$ cat config.mk
export PLATFORM = sky130hd
export DESIGN_NAME = mdx_unit
export DESIGN_NICKNAME = d
export VERILOG_FILES = /design/src/rtl/mdx_pkg.sv /design/src/rtl/mdx_decode.sv /design/src/rtl/mdx_addskip.sv /design/src/rtl/mdx_ctrl.sv /design/src/rtl/mdx_unit.sv
export SDC_FILE = /design/constraint.sdc
export NUM_CORES = 1
export LEC_CHECK = 0
export CAP_MARGIN = 15
export CELL_PAD_IN_SITES_DETAIL_PLACEMENT = 0
export CELL_PAD_IN_SITES_GLOBAL_PLACEMENT = 1
export CORE_MARGIN = 4
export CORE_UTILIZATION = 34
export DETAILED_ROUTE_END_ITERATION = 7
export HOLD_SLACK_MARGIN = 0.02
export PLACE_DENSITY = 0.84
export SETUP_SLACK_MARGIN = 0.02
export SYNTH_ARGS = -nofsm -noshare
export SYNTH_HDL_FRONTEND = slang
export SYNTH_SLANG_ARGS = --single-unit
$ cat constraint.sdc
create_clock -name clk -period 10.5 [get_ports clk]
set_clock_uncertainty 0.15 [all_clocks]
set_input_delay 2.1 -clock clk [delete_from_list [all_inputs] [get_ports clk]]
set_output_delay 2.1 -clock clk [all_outputs]
set_load 0.01 [all_outputs]
$ cat src/rtl/mdx_pkg.sv
// Shared types for the modify-index unit.
// Assumes the four variants and the controller states listed here cover all operations.
package mdx_pkg;
    typedef enum logic [1:0] {
        VAR_IAR      = 2'd0,
        VAR_XR_SHORT = 2'd1,
        VAR_XR_LONG  = 2'd2,
        VAR_MEM      = 2'd3
    } mdx_var_e;

    typedef enum logic [2:0] {
        ST_IDLE = 3'd0,
        ST_EXEC = 3'd1,
        ST_RD   = 3'd2,
        ST_ADD  = 3'd3,
        ST_WR   = 3'd4,
        ST_FIN  = 3'd5
    } mdx_state_e;
endpackage

$ cat src/rtl/mdx_decode.sv
// Splits an instruction word into format, index selector and sign-extended
// displacement, and classifies the operation variant.
// Assumes the long-format flag sits just above the selector field, which
// sits just above the displacement; opcode bits above are ignored.
module mdx_decode
    import mdx_pkg::*;
#(
    parameter int DATA_W = 16,
    parameter int DISP_W = 8,
    parameter int SEL_W  = 2
) (
    input  logic [DATA_W-1:0] instr_i,
    output logic              long_o,
    output logic [SEL_W-1:0]  sel_o,
    output logic [DATA_W-1:0] disp_o,
    output mdx_var_e          variant_o
);
    localparam int SEL_LSB  = DISP_W;
    localparam int LONG_BIT = DISP_W + SEL_W;

    logic unused_opcode;

    // Field extraction and sign extension of the displacement.
    always_comb begin
        long_o = instr_i[LONG_BIT];
        sel_o  = instr_i[SEL_LSB +: SEL_W];
        disp_o = {{(DATA_W-DISP_W){instr_i[DISP_W-1]}}, instr_i[DISP_W-1:0]};
    end

    assign unused_opcode = ^instr_i[DATA_W-1:LONG_BIT+1];

    // Variant selection from format and selector.
    always_comb begin
        if (long_o) begin
            variant_o = (sel_o == '0) ? VAR_MEM : VAR_XR_LONG;
        end else begin
            variant_o = (sel_o == '0) ? VAR_IAR : VAR_XR_SHORT;
        end
    end
endmodule

$ cat src/rtl/mdx_addskip.sv
// Wrapping adder with the zero-or-sign-change skip test.
// Assumes two's complement operands of equal width; no carry or overflow out.
module mdx_addskip #(
    parameter int DATA_W = 16
) (
    input  logic [DATA_W-1:0] old_i,
    input  logic [DATA_W-1:0] addend_i,
    output logic [DATA_W-1:0] sum_o,
    output logic              skip_o
);
    // Modulo 2^DATA_W sum and skip decision from old and new sign.
    always_comb begin
        sum_o  = old_i + addend_i;
        skip_o = (sum_o == '0) || (sum_o[DATA_W-1] != old_i[DATA_W-1]);
    end
endmodule

$ cat src/rtl/mdx_ctrl.sv
// Sequencer: one execute cycle for register and IAR variants,
// read / add / write / finish for the memory variant.
// Assumes start is only honoured in the idle state.
module mdx_ctrl
    import mdx_pkg::*;
(
    input  logic       clk,
    input  logic       rst_n,
    input  logic       start_i,
    input  mdx_var_e   variant_i,
    output mdx_state_e state_o,
    output logic       accept_o
);
    mdx_state_e state_d;

    assign accept_o = (state_o == ST_IDLE) && start_i;

    // Next-state selection.
    always_comb begin
        state_d = state_o;
        unique case (state_o)
            ST_IDLE: if (start_i) state_d = (variant_i == VAR_MEM) ? ST_RD : ST_EXEC;
            ST_EXEC: state_d = ST_IDLE;
            ST_RD:   state_d = ST_ADD;
            ST_ADD:  state_d = ST_WR;
            ST_WR:   state_d = ST_FIN;
            ST_FIN:  state_d = ST_IDLE;
            default: state_d = ST_IDLE;
        endcase
    end

    // State register with synchronous reset.
    always_ff @(posedge clk) begin
        if (!rst_n) state_o <= ST_IDLE;
        else        state_o <= state_d;
    end

    // a running memory operation is not diverted by a new start.
    assert_busy_ignores_start_R9: assert property (@(posedge clk) disable iff (!rst_n)
        (state_o == ST_RD) |=> (state_o == ST_ADD));
    // the execute cycle always returns to idle.
    assert_exec_single_cycle_R8: assert property (@(posedge clk) disable iff (!rst_n)
        (state_o == ST_EXEC) |=> (state_o == ST_IDLE));
endmodule

$ cat src/rtl/mdx_unit.sv
// Top of the modify-index unit: captures operands on start, selects the
// target and addend, runs the shared adder and drives the write strobes.
// Assumes the environment applies xr/IAR writes at the clock edge after the
// strobe and that memory read data is valid one cycle after mem_re_o.
module mdx_unit
    import mdx_pkg::*;
#(
    parameter int DATA_W = 16,
    parameter int DISP_W = 8,
    parameter int SEL_W  = 2,
    parameter int NUM_XR = 3
) (
    input  logic                     clk,
    input  logic                     rst_n,
    input  logic                     start_i,
    input  logic [DATA_W-1:0]        instr_i,
    input  logic [DATA_W-1:0]        word2_i,
    input  logic [DATA_W-1:0]        next_addr_i,
    input  logic [DATA_W*NUM_XR-1:0] xr_i,
    input  logic [DATA_W-1:0]        mem_rdata_i,
    output logic                     done_o,
    output logic                     skip_o,
    output logic                     iar_we_o,
    output logic [DATA_W-1:0]        iar_wdata_o,
    output logic                     xr_we_o,
    output logic [SEL_W-1:0]         xr_sel_o,
    output logic [DATA_W-1:0]        xr_wdata_o,
    output logic                     mem_re_o,
    output logic                     mem_we_o,
    output logic [DATA_W-1:0]        mem_addr_o,
    output logic [DATA_W-1:0]        mem_wdata_o
);
    localparam int SEL_N = 1 << SEL_W;
    localparam logic [DATA_W-1:0] ONE = {{(DATA_W-1){1'b0}}, 1'b1};

    logic              dec_long;
    logic [SEL_W-1:0]  dec_sel;
    logic [DATA_W-1:0] dec_disp;
    mdx_var_e          dec_var;
    mdx_state_e        state;
    logic              accept;

    logic [DATA_W-1:0] xr_arr [SEL_N];
    logic [DATA_W-1:0] xr_pick;

    mdx_var_e          var_q;
    logic [SEL_W-1:0]  sel_q;
    logic [DATA_W-1:0] old_q, addend_q, next_q, addr_q;
    logic [DATA_W-1:0] sum_q;
    logic              skip_q;

    logic [DATA_W-1:0] operand, sum;
    logic              raw_skip, final_skip;
    logic              unused_long;

    mdx_decode #(.DATA_W(DATA_W), .DISP_W(DISP_W), .SEL_W(SEL_W)) u_decode (
        .instr_i   (instr_i),
        .long_o    (dec_long),
        .sel_o     (dec_sel),
        .disp_o    (dec_disp),
        .variant_o (dec_var)
    );

    assign unused_long = dec_long;

    mdx_ctrl u_ctrl (
        .clk       (clk),
        .rst_n     (rst_n),
        .start_i   (start_i),
        .variant_i (dec_var),
        .state_o   (state),
        .accept_o  (accept)
    );

    // Unpack the index register bus; selector 0 and absent registers read zero.
    for (genvar g = 0; g < SEL_N; g++) begin : g_xr
        if (g >= 1 && g <= NUM_XR) begin : g_real
            assign xr_arr[g] = xr_i[DATA_W*(g-1) +: DATA_W];
        end else begin : g_none
            assign xr_arr[g] = '0;
        end
    end

    assign xr_pick = xr_arr[dec_sel];

    // Operand capture when a start is accepted.
    always_ff @(posedge clk) begin
        if (!rst_n) begin
            var_q    <= VAR_IAR;
            sel_q    <= '0;
            old_q    <= '0;
            addend_q <= '0;
            next_q   <= '0;
            addr_q   <= '0;
        end else if (accept) begin
            var_q    <= dec_var;
            sel_q    <= dec_sel;
            old_q    <= (dec_var == VAR_IAR) ? next_addr_i : xr_pick;
            addend_q <= (dec_var == VAR_XR_LONG) ? word2_i : dec_disp;
            next_q   <= next_addr_i;
            addr_q   <= word2_i;
        end
    end

    // Memory data replaces the captured operand during the add cycle.
    assign operand = (state == ST_ADD) ? mem_rdata_i : old_q;

    mdx_addskip #(.DATA_W(DATA_W)) u_add (
        .old_i    (operand),
        .addend_i (addend_q),
        .sum_o    (sum),
        .skip_o   (raw_skip)
    );

    // Hold the memory-variant result across the write and finish cycles.
    always_ff @(posedge clk) begin
        if (!rst_n) begin
            sum_q  <= '0;
            skip_q <= 1'b0;
        end else if (state == ST_ADD) begin
            sum_q  <= sum;
            skip_q <= raw_skip;
        end
    end

    // Output strobes and data.
    always_comb begin
        done_o      = (state == ST_EXEC) || (state == ST_FIN);
        final_skip  = (state == ST_EXEC) ? ((var_q != VAR_IAR) && raw_skip) : skip_q;
        skip_o      = done_o && final_skip;
        iar_we_o    = done_o;
        if ((state == ST_EXEC) && (var_q == VAR_IAR)) iar_wdata_o = sum;
        else if (final_skip)                          iar_wdata_o = next_q + ONE;
        else                                          iar_wdata_o = next_q;
        xr_we_o     = (state == ST_EXEC) && (var_q != VAR_IAR);
        xr_sel_o    = sel_q;
        xr_wdata_o  = sum;
        mem_re_o    = (state == ST_RD);
        mem_we_o    = (state == ST_WR);
        mem_addr_o  = addr_q;
        mem_wdata_o = sum_q;
    end

    // the plain IAR branch never reports a skip.
    assert_iar_branch_no_skip_R2: assert property (@(posedge clk) disable iff (!rst_n)
        (done_o && var_q == VAR_IAR) |-> !skip_o);
    // an index write always names a real register and completes the operation.
    assert_xr_write_target_R3: assert property (@(posedge clk) disable iff (!rst_n)
        xr_we_o |-> (done_o && xr_sel_o != '0));
    // a memory write comes two cycles after its read.
    assert_mem_write_after_read_R5: assert property (@(posedge clk) disable iff (!rst_n)
        mem_we_o |-> $past(mem_re_o, 2));
    // memory variant completes the cycle after the write.
    assert_mem_done_after_write_R5: assert property (@(posedge clk) disable iff (!rst_n)
        (done_o && var_q == VAR_MEM) |-> $past(mem_we_o));
    // a skip always loads the word after the next sequential one.
    assert_skip_target_R6: assert property (@(posedge clk) disable iff (!rst_n)
        skip_o |-> (iar_we_o && iar_wdata_o == next_q + ONE));
    // strobes are mutually exclusive.
    assert_strobes_exclusive_R8: assert property (@(posedge clk) disable iff (!rst_n)
        $onehot0({mem_re_o, mem_we_o, done_o}));
endmodule

==> results.sh <==
export IMPL_synth_seq_cells=88
export IMPL_startpoint_type="input pin"
export IMPL_tns_ns=0
export IMPL_critPathMaxFanout=17
export IMPL_hold_viol=0
export IMPL_cts_inserted_buffers=9
export IMPL_r2r_end="skip_q$_SDFFE_PN0P_"
export IMPL_yosys_warnings=0
export IMPL_p_leak_nw=2.86
export IMPL_via_per_inst=4.98
export IMPL_initial_core_util_pct=34.8
export IMPL_p_comb_share_pct=28.2
export IMPL_die_h_microns=133
export IMPL_mostFrequentLayoutCells="209 x nand2_1, 181 x clkdlybuf4s50_1, 98 x a21oi_1"
export IMPL_synthArstFlopShare_pct=0
export IMPL_slew_viol_final=0
export IMPL_holdPathEnd="xr_sel_o[1]$_SDFFE_PN0P_"
export IMPL_p_sw_w=0.000315
export IMPL_drc_errors=0
export IMPL_grt_ovfl_total=0
export IMPL_antenna_cells=0
export IMPL_slew_headroom_pct=33.7
export IMPL_synth_area_leaders="dfxtp_1 33%, nand2_1 15%, a21oi_1 9.2%, ha_1 4.7%, nor2_1 3.8%"
export IMPL_num_vias=5495
export IMPL_clock_tree_htree_level_count=3
export IMPL_period_share_pct=84.7
export IMPL_core_area_sq_mm=0.0153
export IMPL_rsz0062_at_grt="no"
export IMPL_timing_rr_start="u_ctrl.state_o[1]$_SDFFE_PN0P_"
export IMPL_die_w_microns=133
export IMPL_seq_area_frac_synth_pct=33.0
export IMPL_synth_top_area_cell="dfxtp_1"
export IMPL_rrSetupSlack_ns=6.27
export IMPL_synth_flop_cell="dfxtp_1"
export IMPL_first_iter_violations=331
export IMPL_final_common_cell="nand2_1"
export IMPL_area_growth_pct=41.6
export IMPL_clock_power_share_pct=33.9
export IMPL_pin_count=187
export IMPL_fill_cells=1622
export IMPL_fin_util_pct=49.3
export IMPL_tightest_slew_ns=0.995
export IMPL_io_buffer_count=181
export IMPL_grt_pass1_wl_mm=27.6
export IMPL_ir_drop_uv=81.3
export IMPL_cts_buffer_depth=2
export IMPL_synth_area_per_cell_sq_um=7.16
export IMPL_antenna_found_initial=0
export IMPL_synth_edf_count=0
export IMPL_clk_pin_slew_worst_paths_ns=0.07
export IMPL_grt_pass1_vias=5140
export IMPL_drv_cap=0
export IMPL_whs_path_depth=2
export IMPL_cts_resized=0
export IMPL_syn_num_nets=881
export IMPL_layout_nets=1024
export IMPL_crit_arrival_ns=6.64
export IMPL_post_drt_wl_per_cell_microns=15.9
export IMPL_drive_above_1_share_pct=6.05
export IMPL_grt_max_degree=72
export IMPL_worst_r2r_path_depth=14
export IMPL_swShare_pct=32.3
export IMPL_first_pass_iters=5
export IMPL_root_buffer="clkbuf_16"
export IMPL_status="finished clean"
export IMPL_finalWeightedCongestion=0.864
export IMPL_hp_start="xr_sel_o[1]$_SDFFE_PN0P_"
export IMPL_clock_sinks=88
export IMPL_post_cts_buffers=0
export IMPL_fp_dieArea_sq_mm=0.0178
export IMPL_p_int_w=0.000660
export IMPL_pwr_share_seq_pct=37.9
export IMPL_netlist_instances=745
export IMPL_critPathCaptureType="primary output"
export IMPL_netlist_area_sq_mm=0.00534
export IMPL_hold_buffers=0
export IMPL_setup_viol_count_final=0
export IMPL_totalWireLength_mm=17.6
export IMPL_track_usage_pct=19.4
export IMPL_max_freq_mhz=112
export IMPL_clock_latency_ns=0.36
export IMPL_power_density_mw_per_mm2=129
export IMPL_synth_cell_types=57
export IMPL_worstSetupPathType="input pin to primary output"
export IMPL_dp_hpwl_mm=13.6
export IMPL_cts_tree="yes"
export IMPL_worstHoldPathType="register to register"
export IMPL_rows=45
export IMPL_antenna_left=0
export IMPL_period_minus_slack_ns=8.89
export IMPL_cp_data_required_time_ns=8.25
export IMPL_synth_top_area_share_pct=33.0
## cells in the mapped netlist (all sizes together), types with 5 or more instances
library cell	instances
inv	9
xnor2	19
xor2	5
buf	6
o21ai	24
nor2	54
nand2	209
and2	5
a211oi	23
nor3	22
clkbuf	50
nor2b	5
mux2i	9
nand3	11
mux2	16
and3	5
dfxtp	88
nor3b	5
a22oi	17
a21oi	98
a21o	7
ha	20
## flip-flops by register name, summed over array words and instances, names as in the netlist
| register | flops |
|---|---|
| addend_q | 16 |
| mem_addr_o | 16 |
| mem_wdata_o | 16 |
| next_q | 16 |
| old_q | 16 |
| u_ctrl.state_o | 3 |
| var_q | 2 |
| xr_sel_o | 2 |
| skip_q | 1 |
## area by class of cell
| type | count | area, sq um | area share (%) |
|---|---|---|---|
| Multi-Input combinational cell | 591 | 3320 | 43.9 |
| Sequential cell | 88 | 1760 | 23.3 |
| Timing Repair Buffer | 188 | 1860 | 24.7 |
| Tap cell | 211 | 264 | 3.49 |
| Clock inverter | 7 | 83.8 | 1.11 |
| Clock buffer | 9 | 225 | 2.98 |
| Inverter | 10 | 37.5 | 0.497 |
## worst max-delay path: stages
cell             delay, ns
clkdlybuf4s50_1       0.45
nand2_1               0.08
nand2_1               0.05
ha_1                  0.20
fa_1                  0.41
a21o_1                0.20
a221oi_1              0.45
o21ai_0               0.20
xor2_1                0.52
nor3_1                0.13
and4b_4               0.26
a31oi_4               0.46
and2b_2               0.29
xnor2_1               0.12
a21oi_1               0.16
clkdlybuf4s50_1       0.57
## layer usage
metal / up-vias / routed length, microns / global-route usage, %
met5: - / 0 / 0
met4: 0 / 317 / 5.71
met3: 19 / 980 / 4.12
met2: 172 / 7840 / 30.4
met1: 2461 / 8430 / 27.1
li1: 2843 / - / -
## worst max-delay path by stage
stage	from	to	slack [ns]	cells past startpoint
after floorplan	mem_rdata_i[0]	iar_wdata_o[2]	3.09	14
after global placement	mem_rdata_i[0]	iar_wdata_o[2]	1.63	16
after detailed placement	mem_rdata_i[0]	iar_wdata_o[2]	1.64	16
after CTS	mem_rdata_i[0]	iar_wdata_o[2]	1.63	16
after global routing	mem_rdata_i[0]	iar_wdata_o[2]	1.29	16
final	mem_rdata_i[0]	iar_wdata_o[2]	1.61	16
## stage by stage
stage | hold WS, ns | power, W | instance area (sq um) | cells | worst slack, ns
after detailed placement | 0.297 | 0.000652 | 7240 | 1087 | 1.64
final | 0.302 | 0.000975 | 7560 | 1104 | 1.61
after CTS | 0.306 | 0.000984 | 7550 | 1103 | 1.63
after global routing | 0.319 | 0.00103 | 7560 | 1104 | 1.29
after global placement | 0.291 | 0.000651 | 7240 | 1087 | 1.63
after floorplan | 0.286 | 0.000516 | 5340 | 745 | 3.09
## cells by family after synthesis
logic type	share of synthesized area, %
AND/OR/NAND/NOR	26.5
AO/OA/AOI/OAI	21.5
flip-flops	33.0
buffers and inverters	4.92
multiplexers	5.07
XOR/XNOR	3.94
adder cells (fa/ha/maj)	5.07
## power groups by stage
stage,registers (W),clock network (W),logic (W)
after global placement,0.000377,0,0.000274
after floorplan,0.000373,0,0.000142
after global routing,0.000373,0.000353,0.000301
after detailed placement,0.000377,0,0.000275
after CTS,0.000370,0.000339,0.000276
final,0.000370,0.000331,0.000275
(Power assumes the default switching activity.)
